**src/rtl/hc_pkg.sv**
```systemverilog
package hc_pkg;

    localparam int NUM_PH = 3;

    typedef enum logic [1:0] {
        PH_FLOAT = 2'd0,
        PH_HIGH  = 2'd1,
        PH_LOW   = 2'd2
    } phase_e;

    typedef enum logic {
        FS_LOCKED  = 1'b0,
        FS_QUALIFY = 1'b1
    } filt_state_e;

endpackage

```
**src/rtl/hall_filter.sv**
```systemverilog
module hall_filter
    import hc_pkg::*;
#(
    parameter int CNT_W = 8
) (
    input  logic             clk,
    input  logic             rst_n,
    input  logic [CNT_W-1:0] len_i,
    input  logic [2:0]       hall_i,
    output logic [2:0]       code_o
);

    filt_state_e      state_q, state_d;
    logic [2:0]       acc_q, acc_d;
    logic [2:0]       cand_q, cand_d;
    logic [CNT_W-1:0] cnt_q, cnt_d;

    logic [CNT_W-1:0] eff_len;
    logic [CNT_W:0]   cnt_next_x;
    logic [CNT_W:0]   eff_len_x;
    logic             len_one;

    // a programmed length of zero behaves as one
    assign eff_len    = (len_i == '0) ? CNT_W'(1) : len_i;
    assign eff_len_x  = {1'b0, eff_len};
    assign cnt_next_x = {1'b0, cnt_q} + {{CNT_W{1'b0}}, 1'b1};
    assign len_one    = (eff_len == CNT_W'(1));

    // State register
    always_ff @(posedge clk or negedge rst_n) begin
        if (!rst_n) begin
            state_q <= FS_LOCKED;
            acc_q   <= 3'b000;
            cand_q  <= 3'b000;
            cnt_q   <= '0;
        end else begin
            state_q <= state_d;
            acc_q   <= acc_d;
            cand_q  <= cand_d;
            cnt_q   <= cnt_d;
        end
    end

    // Next state
    always_comb begin
        state_d = state_q;
        acc_d   = acc_q;
        cand_d  = cand_q;
        cnt_d   = cnt_q;
        unique case (state_q)
            FS_LOCKED: begin
                if (hall_i != acc_q) begin
                    if (len_one) begin
                        acc_d = hall_i;
                    end else begin
                        state_d = FS_QUALIFY;
                        cand_d  = hall_i;
                        cnt_d   = CNT_W'(1);
                    end
                end
            end
            FS_QUALIFY: begin
                if (hall_i == acc_q) begin
                    // abandon: input returned to accepted code
                    state_d = FS_LOCKED;
                    cnt_d   = '0;
                end else if (hall_i != cand_q) begin
                    // restart on a different code
                    if (len_one) begin
                        acc_d   = hall_i;
                        state_d = FS_LOCKED;
                        cnt_d   = '0;
                    end else begin
                        cand_d = hall_i;
                        cnt_d  = CNT_W'(1);
                    end
                end else if (cnt_next_x >= eff_len_x) begin
                    // accept at the L-th edge
                    acc_d   = cand_q;
                    state_d = FS_LOCKED;
                    cnt_d   = '0;
                end else begin
                    cnt_d = cnt_next_x[CNT_W-1:0];
                end
            end
            default: begin
                state_d = FS_LOCKED;
                cnt_d   = '0;
            end
        endcase
    end

    assign code_o = acc_q;

endmodule

```
**src/rtl/comm_decode.sv**
```systemverilog
module comm_decode
    import hc_pkg::*;
(
    input  logic [2:0] code_i,
    input  logic       dir_i,
    output phase_e     ph_o [NUM_PH]
);

    logic [2:0] eff;

    // reverse direction reads the complemented code
    assign eff = dir_i ? ~code_i : code_i;

    // table; index 2 is phase 1
    always_comb begin
        ph_o[0] = PH_FLOAT;
        ph_o[1] = PH_FLOAT;
        ph_o[2] = PH_FLOAT;
        unique case (eff)
            3'b101: begin ph_o[2] = PH_LOW;   ph_o[1] = PH_HIGH;  ph_o[0] = PH_FLOAT; end
            3'b100: begin ph_o[2] = PH_LOW;   ph_o[1] = PH_FLOAT; ph_o[0] = PH_HIGH;  end
            3'b110: begin ph_o[2] = PH_FLOAT; ph_o[1] = PH_LOW;   ph_o[0] = PH_HIGH;  end
            3'b010: begin ph_o[2] = PH_HIGH;  ph_o[1] = PH_LOW;   ph_o[0] = PH_FLOAT; end
            3'b011: begin ph_o[2] = PH_HIGH;  ph_o[1] = PH_FLOAT; ph_o[0] = PH_LOW;   end
            3'b001: begin ph_o[2] = PH_FLOAT; ph_o[1] = PH_HIGH;  ph_o[0] = PH_LOW;   end
            default: begin
                // 000 and 111 leave every phase floating
                ph_o[0] = PH_FLOAT;
                ph_o[1] = PH_FLOAT;
                ph_o[2] = PH_FLOAT;
            end
        endcase
    end

endmodule

```
**src/rtl/gate_drive.sv**
```systemverilog
module gate_drive
    import hc_pkg::*;
(
    input  phase_e ph_i,
    input  logic   pwm_i,
    input  logic   rect_i,
    input  logic   permit_i,
    input  logic   therm_i,
    output logic   hi_o,
    output logic   lo_o
);

    logic hi_raw;
    logic lo_raw;

    always_comb begin
        hi_raw = 1'b0;
        lo_raw = 1'b0;
        unique case (ph_i)
            PH_HIGH: begin
                hi_raw = pwm_i;
                lo_raw = ~pwm_i & rect_i;
            end
            PH_LOW: begin
                hi_raw = 1'b0;
                lo_raw = 1'b1;
            end
            PH_FLOAT: begin
                hi_raw = 1'b0;
                lo_raw = 1'b0;
            end
            default: begin
                hi_raw = 1'b0;
                lo_raw = 1'b0;
            end
        endcase
    end

    // permit gates both sides; R7: thermal fault gates the upper side only
    assign hi_o = hi_raw & permit_i & ~therm_i;
    assign lo_o = lo_raw & permit_i;

endmodule

```
**src/rtl/hall_commutator.sv**
```systemverilog
module hall_commutator
    import hc_pkg::*;
#(
    parameter int CNT_W = 8
) (
    input  logic             clk,
    input  logic             rst_n,
    input  logic [CNT_W-1:0] filt_len_i,
    input  logic [2:0]       hall_i,
    input  logic             dir_i,
    input  logic             pwm_i,
    input  logic             rect_i,
    input  logic             permit_i,
    input  logic             therm_i,
    output logic [2:0]       hi_en_o,
    output logic [2:0]       lo_en_o
);

    logic [2:0] acc_code;
    phase_e     ph [NUM_PH];

    hall_filter #(.CNT_W(CNT_W)) u_filt (
        .clk    (clk),
        .rst_n  (rst_n),
        .len_i  (filt_len_i),
        .hall_i (hall_i),
        .code_o (acc_code)
    );

    comm_decode u_dec (
        .code_i (acc_code),
        .dir_i  (dir_i),
        .ph_o   (ph)
    );

    for (genvar g = 0; g < NUM_PH; g++) begin : g_phase
        gate_drive u_gd (
            .ph_i     (ph[g]),
            .pwm_i    (pwm_i),
            .rect_i   (rect_i),
            .permit_i (permit_i),
            .therm_i  (therm_i),
            .hi_o     (hi_en_o[g]),
            .lo_o     (lo_en_o[g])
        );
    end

endmodule

```
**config.mk**
```make
export PLATFORM = sky130hd
export DESIGN_NAME = hall_commutator
export DESIGN_NICKNAME = d
export VERILOG_FILES = /design/src/rtl/hc_pkg.sv /design/src/rtl/hall_filter.sv /design/src/rtl/comm_decode.sv /design/src/rtl/gate_drive.sv /design/src/rtl/hall_commutator.sv
export SDC_FILE = /design/constraint.sdc
export NUM_CORES = 1
export LEC_CHECK = 0
export ABC_AREA = 1
export BUFFER_PORTS_ARGS = -buffer_cell sky130_fd_sc_hd__buf_2
export CORE_UTILIZATION = 51
export CTS_CLUSTER_SIZE = 25
export DETAILED_ROUTE_END_ITERATION = 10
export PLACE_DENSITY = 0.76
export SLEW_MARGIN = 0
export SYNTH_ARGS = -nofsm -noshare
export SYNTH_HDL_FRONTEND = slang
export SYNTH_SLANG_ARGS = --single-unit
```
**constraint.sdc**
```tcl
create_clock -name clk -period 1.9 [get_ports clk]
set_input_delay 0.095 -clock clk [delete_from_list [all_inputs] [get_ports clk]]
set_output_delay 0.095 -clock clk [all_outputs]
set_load 0.02 [all_outputs]
```
# Word-level counts from Yosys, hierarchy flattened
# Cells that the tools add are included.
[op_classes]
eq_ne = 21
n_reduce_logical = 4
bitwise_logic = 14
n_addsub = 1
magnitude_cmp = 1
mux = 33
[ops]
columns = ["cell", "n"]
rows = [
  ["$mux 8", 6],
  ["$pmux 6 s6", 1],
  ["$mux 3", 10],
  ["$pmux 8 s2", 1],
  ["$pmux 3 s2", 2],
  ["$and 1x1->1", 10],
  ["$add 8x1->9 const B", 1],
  ["$eq 3x3->1 const B", 3],
  ["$ge 9x8->1", 1],
  ["$mux 1", 9],
  ["$eq 8x1->1 const B", 1],
  ["$logic_not 8->1", 1],
  ["$pmux 1 s2", 4],
  ["$eq 2x1->1 const B", 3],
  ["$eq 2x2->1 const B", 3],
  ["$eq 3x2->1 const B", 2],
  ["$ne 2x2->1 const B", 3],
  ["$ne 3x3->1", 2],
  ["$reduce_and 3->1", 2],
  ["$eq 3x1->1 const B", 1],
  ["$eq 3x3->1", 1],
  ["$ne 3x3->1 const B", 1],
  ["$not 1->1", 3],
  ["$not 3->3", 1],
  ["other kinds (2)", 2],
]
[totals]
ff_bits = 15
in_bits = 18
word_cells = 78
out_inout_bits = 6

# Logic depth before layout (Yosys ltp)
# Gate-level depths: netlist of run 1.
[logic_depth]
depth_word = 8
ltp_mapped = 18
ltp_nobuf = 18

# By module
# A second synthesis of run 1 with hierarchy kept.
[hier_totals]
hier_cells = 243
area_unflattened_um2 = 1561.5
[by_module_without_submodules]
columns = ["mod", "seq_area_each_um2", "area_each_um2", "cells_per_inst", "n_inst"]
rows = [
  ["hall_filter", 375.4, 1231.2, 179, 1],
  ["gate_drive", 0.0, 75.1, 12, 3],
  ["comm_decode", 0.0, 105.1, 28, 1],
]

# Worst setup path after synthesis of run 1
# Ideal clock, no wire load.
[synth_timing]
path_kind = "flip-flop to flip-flop"
from = "reg u_filt.cnt_q[0]"
to = "reg u_filt.acc_q[0] (netlist: u_filt.code_o[0])"
path_slack_ps = -96
required_time_ps = 1783
setup_ps = 117
arrival_ps = 1879
n_path_buf = 0
stages_incl_launch_ff = 15
period_less_slack_ps = 1996
cell_sequence = "dfrtp_1 -> ha_1 -> nand3_1 -> xor2_1 -> ha_1 -> nand2_1 -> inv_1 -> nand2_1 -> nand3_1 -> nand2_1 -> nand2_1 -> nand2_1 -> nand3_4 -> nand3b_1 -> nand2_1"
[synth_between]
elab_chain_cells = 4
[synth_rtl]
columns = ["item", "line_no", "rtl"]
rows = [
  ["from (decl)", "hall_filter.sv:16", "logic [CNT_W-1:0] cnt_q, cnt_d;"],
  ["from (signal assigned)", "hall_filter.sv:40", "cnt_q <= cnt_d;"],
  ["$add 8x1->9", "hall_filter.sv:26", "assign cnt_next_x = {1'b0, cnt_q} + {{CNT_W{1'b0}}, 1'b1};"],
  ["$ge 9x8->1", "hall_filter.sv:77", "end else if (cnt_next_x >= eff_len_x) begin"],
  ["$ne 3x3->1 (no line)", "-", ""],
  ["$reduce_and 3->1 (no line)", "-", ""],
  ["to (signal assigned)", "hall_filter.sv:33", "acc_q <= 3'b000;"],
  ["to (signal assigned)", "hall_filter.sv:38", "acc_q <= acc_d;"],
  ["to (decl)", "hall_filter.sv:14", "logic [2:0] acc_q, acc_d;"],
]
# Every way passes these cells.
# A chain may end at the register's enable or synchronous reset.

# Worst setup path in the final report of run 1
[layout_timing]
from = "reg u_filt.acc_q[1] (netlist: u_filt.code_o[1])"
to = "out hi_en_o[2]"
[layout_between]
elab_chain_cells = 8
word_cells_on_any_way = 13
cone_classes = "7 x eq/ne; 3 x mux; 3 x bitwise"
[layout_rtl]
columns = ["item", "line_no", "rtl"]
rows = [
  ["$not 3->3", "comm_decode.sv:12", "assign eff = dir_i ? ~code_i : code_i;"],
  ["$mux 3 *", "comm_decode.sv:12", ""],
  ["$eq 3x1->1, or another cell as far along", "comm_decode.sv:19", "unique case (eff)"],
  ["$pmux 6 s6 *", "comm_decode.sv:19", ""],
  ["$eq 2x1->1 *", "gate_drive.sv:19", "unique case (ph_i)"],
  ["$mux 1 *", "gate_drive.sv:19", ""],
  ["$and 1x1->1 * (2 in series)", "gate_drive.sv:40", "assign hi_o = hi_raw & permit_i & ~therm_i;"],
  ["to (decl)", "hall_commutator.sv:15", "output logic [2:0] hi_en_o,"],
]
# Mark *: on every way between the ends. The rest lies on a longest branch, timed or not.

==> results by stage, run 1 <==
Setup path:
- The endpoint required time on the critical path is 1800 ps.
- In this run the worst setup path begins at u_filt.code_o[1].
- The start-to-end type of the worst setup path is register to output port.
- The number of cells on the worst reg-to-reg path is 12.
- The startpoint type of the worst setup path is a register.
- Following the worst setup path forward leads to its endpoint at hi_en_o[2].
- The delay of the slowest cell on the worst path is 410 ps.
- The worst register-to-register path ends at u_filt.code_o[1].
- The signal on the critical path passes through xnor2_1, buf_4, inv_4, ha_4, inv_2, a21oi_2, nand2_1, inv_1, ha_2, inv_2, buf_4, nor3_2, buf_4.
- In this design, the largest share of critical-path delay is due to buffers and inverters.
- By instance count, the cell type seen most on the critical path is buf_4.
- The critical path arrival is 2150 ps.
- The number of cells on the critical path is 13.
- Setup slack on the worst reg-to-reg path comes out at -260 ps.
- The largest individual stage delay along the critical path comes from the cell dfrtp_1.
- The endpoint kind of the worst setup timing path is an output port.
- Counting both buffers and inverters, the worst setup path holds a total of 7.
- The beginning of the worst register-to-register path is u_filt.cnt_q[1].
- Along the worst path, the maximum fanout reaches 3.

Layout:
- The fraction of final layout cells sized beyond drive strength 1 is between 30% and 40%.
- For this run, the post-layout net count is approximately 320.
- Leaving out fill and tap cells, the most frequent cells in the layout are nand2_1 (57), inv_1 (39), buf_4 (35).
- The number of antenna diodes in the final layout is 0.
- The most common cell after layout, fill and taps aside is nand2_1.
- The layout overhead on the synthesized area is 45.53%.
- Once layout is done, the placed cells without fillers occupy about 2200 um^2.

Clock network:
- In this run the clock root is driven by a clkbuf_4.
- The maximum root-to-sink buffer count is 2.
- In this run the number of H-tree levels came out at 1.
- The clock slew at the register clock pins of the worst setup and hold paths is approximately 110 ps.
- The TritonCTS buffer count is 3.
- TritonCTS built the clock tree.
- The clock net in this run drives a total of 15 sinks.
- At the later pin of the worst-skew pair, clock insertion delay measures ~300 ps.

Die:
- The initialized floorplan defines 19 standard-cell rows.
- The total die area is 3157 um^2.
- The floorplan die height is 56.19 um.
- The initial standard-cell utilization of the core is 54.31%.
- The width of the die is 56.19 um.
- The core region area is 2758 um^2.
- For this design the top-level I/O count stands at 24.

Synthesis:
- Sequential cells were found to cover approximately 25% of the synthesized design area.
- The count of synthesis-stage warnings from yosys is 0.
- The number of distinct library cell variants in the gate-level netlist after synthesis is 26.
- Dividing the synthesized area by the synthesized cell count gives 6.746 um^2.
- The mapped netlist covers around 1500 um^2.
- The synthesized design contains 15 register bits.
- The number of synthesized flops with an enable pin is 0.
- The number of nets in the synthesized netlist is 258.
- The share of async-settable or async-resettable flops after synthesis is 100.0%.
- The dominant register cell in the synthesized netlist is dfrtp_1.
- The number of standard cells after synthesis is around 220.

Job:
- The total of max-cap violations is 0.

Timing:
- Derived from the worst setup path, the maximum achievable clock frequency is approximately 440 MHz.
- The worst slew margin relative to its limit is about three quarters.
- Setup slack on the critical path of the routed design comes to -349.8 ps.
- Setup violations remaining at the end of the flow were counted as 17.
- Setup repair after global routing could not meet its margin everywhere.
- The count of final max-slew check failures is 0.
- The transition time at the pin with the least slew margin is 382.1 ps.
- The final clock period utilization by the worst path is 118.4%.
- The final-report hold violation count was 0.
- For the final database, setup skew stands at 13.38 ps.
- The tightest hold path in the finished design has a slack of between 90 and 100 ps.
- The post-route minimum period is 2250 ps.

Power and ir drop:
- The peak supply drop is 1.138 mV.
- The completed layout was analyzed and its total power is 0.002363 W.
- The leakage dissipation is 1.159 nW.
- The power density over the cells is around 1100 nW/um^2.

GRT:
- The global-route wire length before repair is 6817 um.
- The via count of the first global-routing pass is ~1,600.
- The total grt overflow is 0.
- Global routing used about 27% of the available tracks.
- The pin count of the biggest net entering global routing is 16.
- The number of antenna violations at the first check in global routing came to 0.

Route:
- The total number of vias is 1,594.
- In this run the remaining antenna-violating nets after routing total 0.
- The number of optimization iterations in the first detailed-route pass is 4.
- For this run, design rule violations remaining after detail routing come to 0.
- In the final routed layout, each cell accounts on average for 13.42 um.
- For this block, the initial DRC count from the detailed router was 38.
- Using the TritonRoute via totals, the vias-per-cell ratio works out to around 5.2.
- The routed design has 4146 um of wire.

Placed design:
- After detailed placement, the total cell area comes to 1782 um^2.
- The HPWL after detailed placement is 2566 um.
- During placement, the flow inserted port buffers numbering 23.
- The last weighted congestion value of the routability-driven placer is 0.8579.
- OpenSTA, run right after detailed placement, puts the worst setup slack at -195.2 ps.

Min path:
- The class of the worst hold path is input port to register.

Outcome:
- The run finished, with violations left.
- The final reports fail on setup timing.
-- registers in the layout, indices dropped and copies added (netlist names) --
signal	flops
u_filt.cand_q	3
u_filt.cnt_q	8
u_filt.code_o	3
u_filt.state_q	1
-- worst register-to-register path: cells and delay by family (launching register included) --
family,cells,cell delay [ps]
DFF,1,440
xor gates and xnor gates,1,190
AOI/OAI and AO/OA,1,180
and+or+nand+nor,8,840
adders and majority gates,2,450
-- where the power goes --
part,switching (W),internal [W],leakage [nW],total [W]
clock,0.000123,0.0000802,0.0139,0.000204
combinational,0.000900,0.000759,0.958,0.00166
sequential,0.0000855,0.000415,0.188,0.000500
total,0.00111,0.00125,1.16,0.00236
-- how the worst min path moves through the flow --
stage          startpoint                to  cells past startpoint
2_1_floorplan       rst_n  u_filt.cand_q[0]                      0
3_3_place_gp        rst_n  u_filt.cand_q[0]                      1
3_5_place_dp        rst_n  u_filt.cand_q[2]                      1
4_1_cts         hall_i[2]  u_filt.cand_q[2]                      3
5_1_grt         hall_i[1]  u_filt.cand_q[1]                      3
6_report        hall_i[2]  u_filt.cand_q[2]                      3
-- what timing repair did --
action | CTS | global route
pin swaps | 12 | 24
hold endpoints to repair | 15 | 0
hold buffers | 1 | 0
setup endpoints to repair | 17 | 18
setup buffers | 11 | 1
cloned | 1 | 0
resized for setup | 44 | 18
-- layer usage --
| layer | GRT usage, % | up-vias | share of wire (%) |
|---|---|---|---|
| met5 | 0 | - | 0 |
| met4 | 8.014 | 0 | 2.1 |
| met3 | 6.279 | 10 | 2.8 |
| met2 | 49.83 | 38 | 52 |
| met1 | 31.72 | 750 | 43 |
| li1 | - | 796 | - |
-- cell type report --
cell class | count | area, um^2
multi-input combinational | 154 | 1144
fill | 183 | 578.1
timing repair buffer | 57 | 399.1
sequential | 15 | 377.9
inverter | 48 | 190.2
tap | 31 | 38.79
clock buffer | 3 | 22.52
clock inverter | 1 | 7.507
-- synth_stat cells, types with 2 or more instances --
library cell | number | area share (%)
or2_2 | 2 | 0.84
buf_4 | 6 | 3.0
o21ai_0 | 9 | 3.0
dfrtp_1 | 15 | 25
o21ai_1 | 3 | 1.0
xnor2_1 | 5 | 2.9
nand3b_1 | 3 | 1.5
xor2_1 | 4 | 2.3
inv_1 | 47 | 12
o22ai_1 | 4 | 1.7
nor2_1 | 10 | 2.5
a21oi_1 | 8 | 2.7
nand2_1 | 64 | 16
nand2_2 | 2 | 0.84
nand3_1 | 10 | 3.3
ha_1 | 18 | 15
nor3_1 | 3 | 1.0
-- metrics by stage --
step | setup TNS (ps) | cells | utilization (%)
2_1_floorplan | -39.70 | 222 | -
3_3_place_gp | -1479 | 291 | 64.61
3_5_place_dp | -1832 | 291 | 64.61
4_1_cts | -2135 | 308 | 76.27
5_1_grt | -4988 | 309 | 79.04
6_report | -3390 | 309 | 79.04
-- cells by family (layout without fill, tap and decap cells) --
| kind of cell | Yosys count | after routing | share of synthesized area (%) |
|---|---|---|---|
| DFF | 15 | 15 | 25.06 |
| xor gates and xnor gates | 9 | 9 | 5.263 |
| adders and majority gates | 18 | 18 | 15.04 |
| AOI/OAI and AO/OA | 29 | 29 | 10.94 |
| and+or+nand+nor | 97 | 98 | 28.32 |
| buffers and inverters | 54 | 109 | 15.37 |
Note: power is estimated with default switching activity, not from simulation.
==> inputs of run 2 (changes only) <==
==> constraint.sdc (replaced) <==
create_clock -name clk -period 1.9 [get_ports clk]
set_input_delay 0.095 -clock clk [delete_from_list [all_inputs] [get_ports clk]]
set_output_delay 0.095 -clock clk [all_outputs]
set_load 0.01 [all_outputs]
==> results by stage, run 2 (same netlist as run 1, synthesis figures left out) <==
Clock network:
- The maximum root-to-sink buffer count was 2 (unchanged).
- The clock slew at the register clock pins of the worst setup and hold paths is 100 ps (about the same).
- The TritonCTS buffer count came to 3 (unchanged).
- The clock insertion delay at the later pin of the skew report is 310 ps (about the same).
- The clock sink count is 15 (unchanged).
- The buffer cell driving the clock tree root is clkbuf_4.
- TritonCTS built the clock tree.
- The H-tree level count came to 1 (unchanged).

Layout:
- The antenna cell count is 0 (unchanged).
- The layout net count is 315 (unchanged).
- The library cell used most frequently in the layout, excluding fill and tap cells, is nand2_1.
- The number of flip-flops in the largest register is 8 (unchanged).
- The final non-filler cell area is 2136 um^2 (-2.0%).
- The utilization of the core after routing was 77.45% (-1.6 points).
- The register with the most flip-flops in the final layout is u_filt.cnt_q.
- The fraction of final layout cells sized beyond drive strength 1 is 40.29% (+0.72 points).
- In the layout the commonest cells are nand2_1 (58), inv_1 (40), buf_4 (31).
- The layout overhead on the synthesized area is 42.61%.

Timing:
- The setup violation total in the final timing report was 17 (unchanged).
- The peak clock frequency supported by timing is 437.0 MHz (-1.7%).
- The post-route minimum period is 2288 ps (+38.32 ps).
- The worst slew margin relative to its limit is 77.07% (+2.5 points).
- The worst setup margin was -388.1 ps (-38.32 ps).
- The count of final max-slew check failures was 0 (unchanged).
- The final sum of negative setup slack came to -3236 ps (+154.8 ps).
- The final-report hold violation count is 0 (unchanged).
- Setup repair after global routing could not meet its margin everywhere.
- The final clock period utilization by the worst path is 120.4% (+2.0 points).
- The transition time at the pin with the least slew margin is 343.9 ps (-38.24 ps).
- The final setup skew was 2.485 ps (-10.90 ps).

GRT:
- The pin count of the biggest net entering global routing came to 16 (unchanged).
- The global-route wire length before repair is 6189 um (-9.2%).
- The number of antenna violations at the first check in global routing came to 0 (unchanged).
- The overall global routing resource usage is 24.95% (-2.4 points).
- The via count of the first global-routing pass came to 1,486 (-5.9%).
- The total grt overflow was 0 (unchanged).

Die:
- The width of the die was 56.19 um (unchanged).
- The number of core rows is 19 (unchanged).
- The floorplan die height came to 56.19 um (unchanged).
- The initial standard-cell utilization of the core is 54.31% (unchanged).
- The core region area came to 2758 um^2 (unchanged).
- The total die area came to 3157 um^2 (unchanged).
- The top-level port count is 24 (unchanged).

Min path:
- The tightest min-delay check is of the input port to register type.

Route:
- The detailed-route wire length is 4083 um (-1.5%).
- The initial DRC count is 41 (+7.9%).
- The detail-routed via count per cell came to 5.074 (-1.6%).
- The antenna violation net count after detailed routing is 0 (unchanged).
- The total number of vias is 1,568 (-1.6%).
- The number of optimization iterations in the first detailed-route pass is 6 (+2).
- The detailed-route wire length per cell is 13.21 um (-1.5%).
- The residual DRC count is 0 (unchanged).

Power and ir drop:
- The portion of total power attributed to combinational logic was 68.7% (-1.5 points).
- The share of power burned in registers is 22.1% (+0.9 points).
- The switching power total is 0.001051 W (-5.3%).
- The clock network fraction of design power is 9.2% (+0.6 points).
- The peak supply drop is 1.043 mV (-8.4%).
- The net switching share of the total power is 46.72% (-0.22 points).
- The internal power component was 0.001199 W (-4.4%).
- The leakage dissipation is 1.164 nW (+0.37%).
- The power density over the cells came to 1053 nW/um^2 (-2.9%).

Setup path:
- The register-to-register path setup slack is -210 ps (+50 ps).
- The start-to-end type of the worst setup path is register to output port.
- The peak fanout along the critical path was 6 (+3).
- STA classifies the critical path startpoint as a register.
- The critical path arrival is 2190 ps (+40 ps).
- STA classifies the critical path endpoint as an output port.
- The critical path starts at u_filt.code_o[0].
- The most critical setup path has its endpoint at hi_en_o[2].
- The endpoint required time on the critical path is 1800 ps (about the same).
- The beginning of the worst register-to-register path is u_filt.cnt_q[1].
- The endpoint of the worst register-to-register path is u_filt.code_o[2].
- The number of cells on the worst reg-to-reg path is 12 (unchanged).

Outcome:
- The checks that failed: setup timing.
- The flow ran to the end, but the final reports show violations.

Placed design:
- The last weighted congestion value of the routability-driven placer was 0.8674 (+1.1%).
- The cell area after placement is 1774 um^2 (-0.42%).
- The detailed placement HPWL is 2426 um (-5.5%).
- The number of port buffers came to 23 (unchanged).

Job:
- The total of max-cap violations is 0 (unchanged).
## run 2: layout make-up
class	instances	area, um^2
Clock buffer	3	22.52
Tap cell	31	38.79
Sequential cell	15	379.1
Fill cell	192	621.8
Clock inverter	1	5.005
Inverter	48	190.2
Timing Repair Buffer	57	380.4
Multi-Input combinational cell	154	1120
## run 2: worst min path at each step
| stage | from | endpoint | slack, ps | cells past startpoint |
|---|---|---|---|---|
| after floorplan | rst_n | u_filt.cand_q[0] | -200 | 0 |
| after global placement | rst_n | u_filt.cand_q[0] | 20 | 1 |
| after detailed placement | rst_n | u_filt.cand_q[2] | 20 | 1 |
| after CTS | hall_i[2] | u_filt.cand_q[2] | 100 | 3 |
| after global routing | hall_i[2] | u_filt.cand_q[2] | 90 | 3 |
| final | hall_i[2] | u_filt.cand_q[2] | 90 | 3 |
## run 2: critical path, cell delays in order (launching register included)
cell     delay (ps)
dfrtp_2         450
xnor2_4         280
inv_2           120
ha_4            180
inv_4            70
a21oi_2          60
inv_1            70
ha_2            180
inv_2            40
buf_4           120
nor3_2          150
buf_2           150
## run 2: metal layers
layer,vias to the layer above,share of wire [%],global-route usage [%]
li1,796,-,-
met1,715,44,30.34
met2,42,50,45.07
met3,15,3.8,4.186
met4,0,2.9,6.969
met5,-,0,0
## run 2: stage by stage
step / hold WS [ps] / setup WS [ps] / total power, W / instances
6_report: 88.80 / -388.1 / 0.002250 / 309
5_1_grt: 91.63 / -473.6 / 0.002452 / 309
4_1_cts: 97.60 / -272.4 / 0.001982 / 308
3_5_place_dp: 18.96 / -269.2 / 0.001616 / 290
3_3_place_gp: 16.49 / -232.2 / 0.001595 / 290
2_1_floorplan: -200.6 / -15.83 / 0.001302 / 222
## run 2: repair_timing
action / 4_1_cts / 5_1_grt
pin swaps: 18 / 17
gates resized for setup: 31 / 27
buffers inserted: 12 / 3
hold buffers: 1 / 0
endpoints found under the hold margin: 15 / 0
setup endpoints to repair: 17 / 18
cloned: 1 / 0
## run 2: power groups by stage
stage / logic, W / clock network (W) / registers [W]
2_1_floorplan: 0.000811 / 0 / 0.000490
3_3_place_gp: 0.00112 / 0 / 0.000477
3_5_place_dp: 0.00114 / 0 / 0.000480
4_1_cts: 0.00130 / 0.000198 / 0.000482
5_1_grt: 0.00172 / 0.000225 / 0.000509
6_report: 0.00155 / 0.000207 / 0.000498
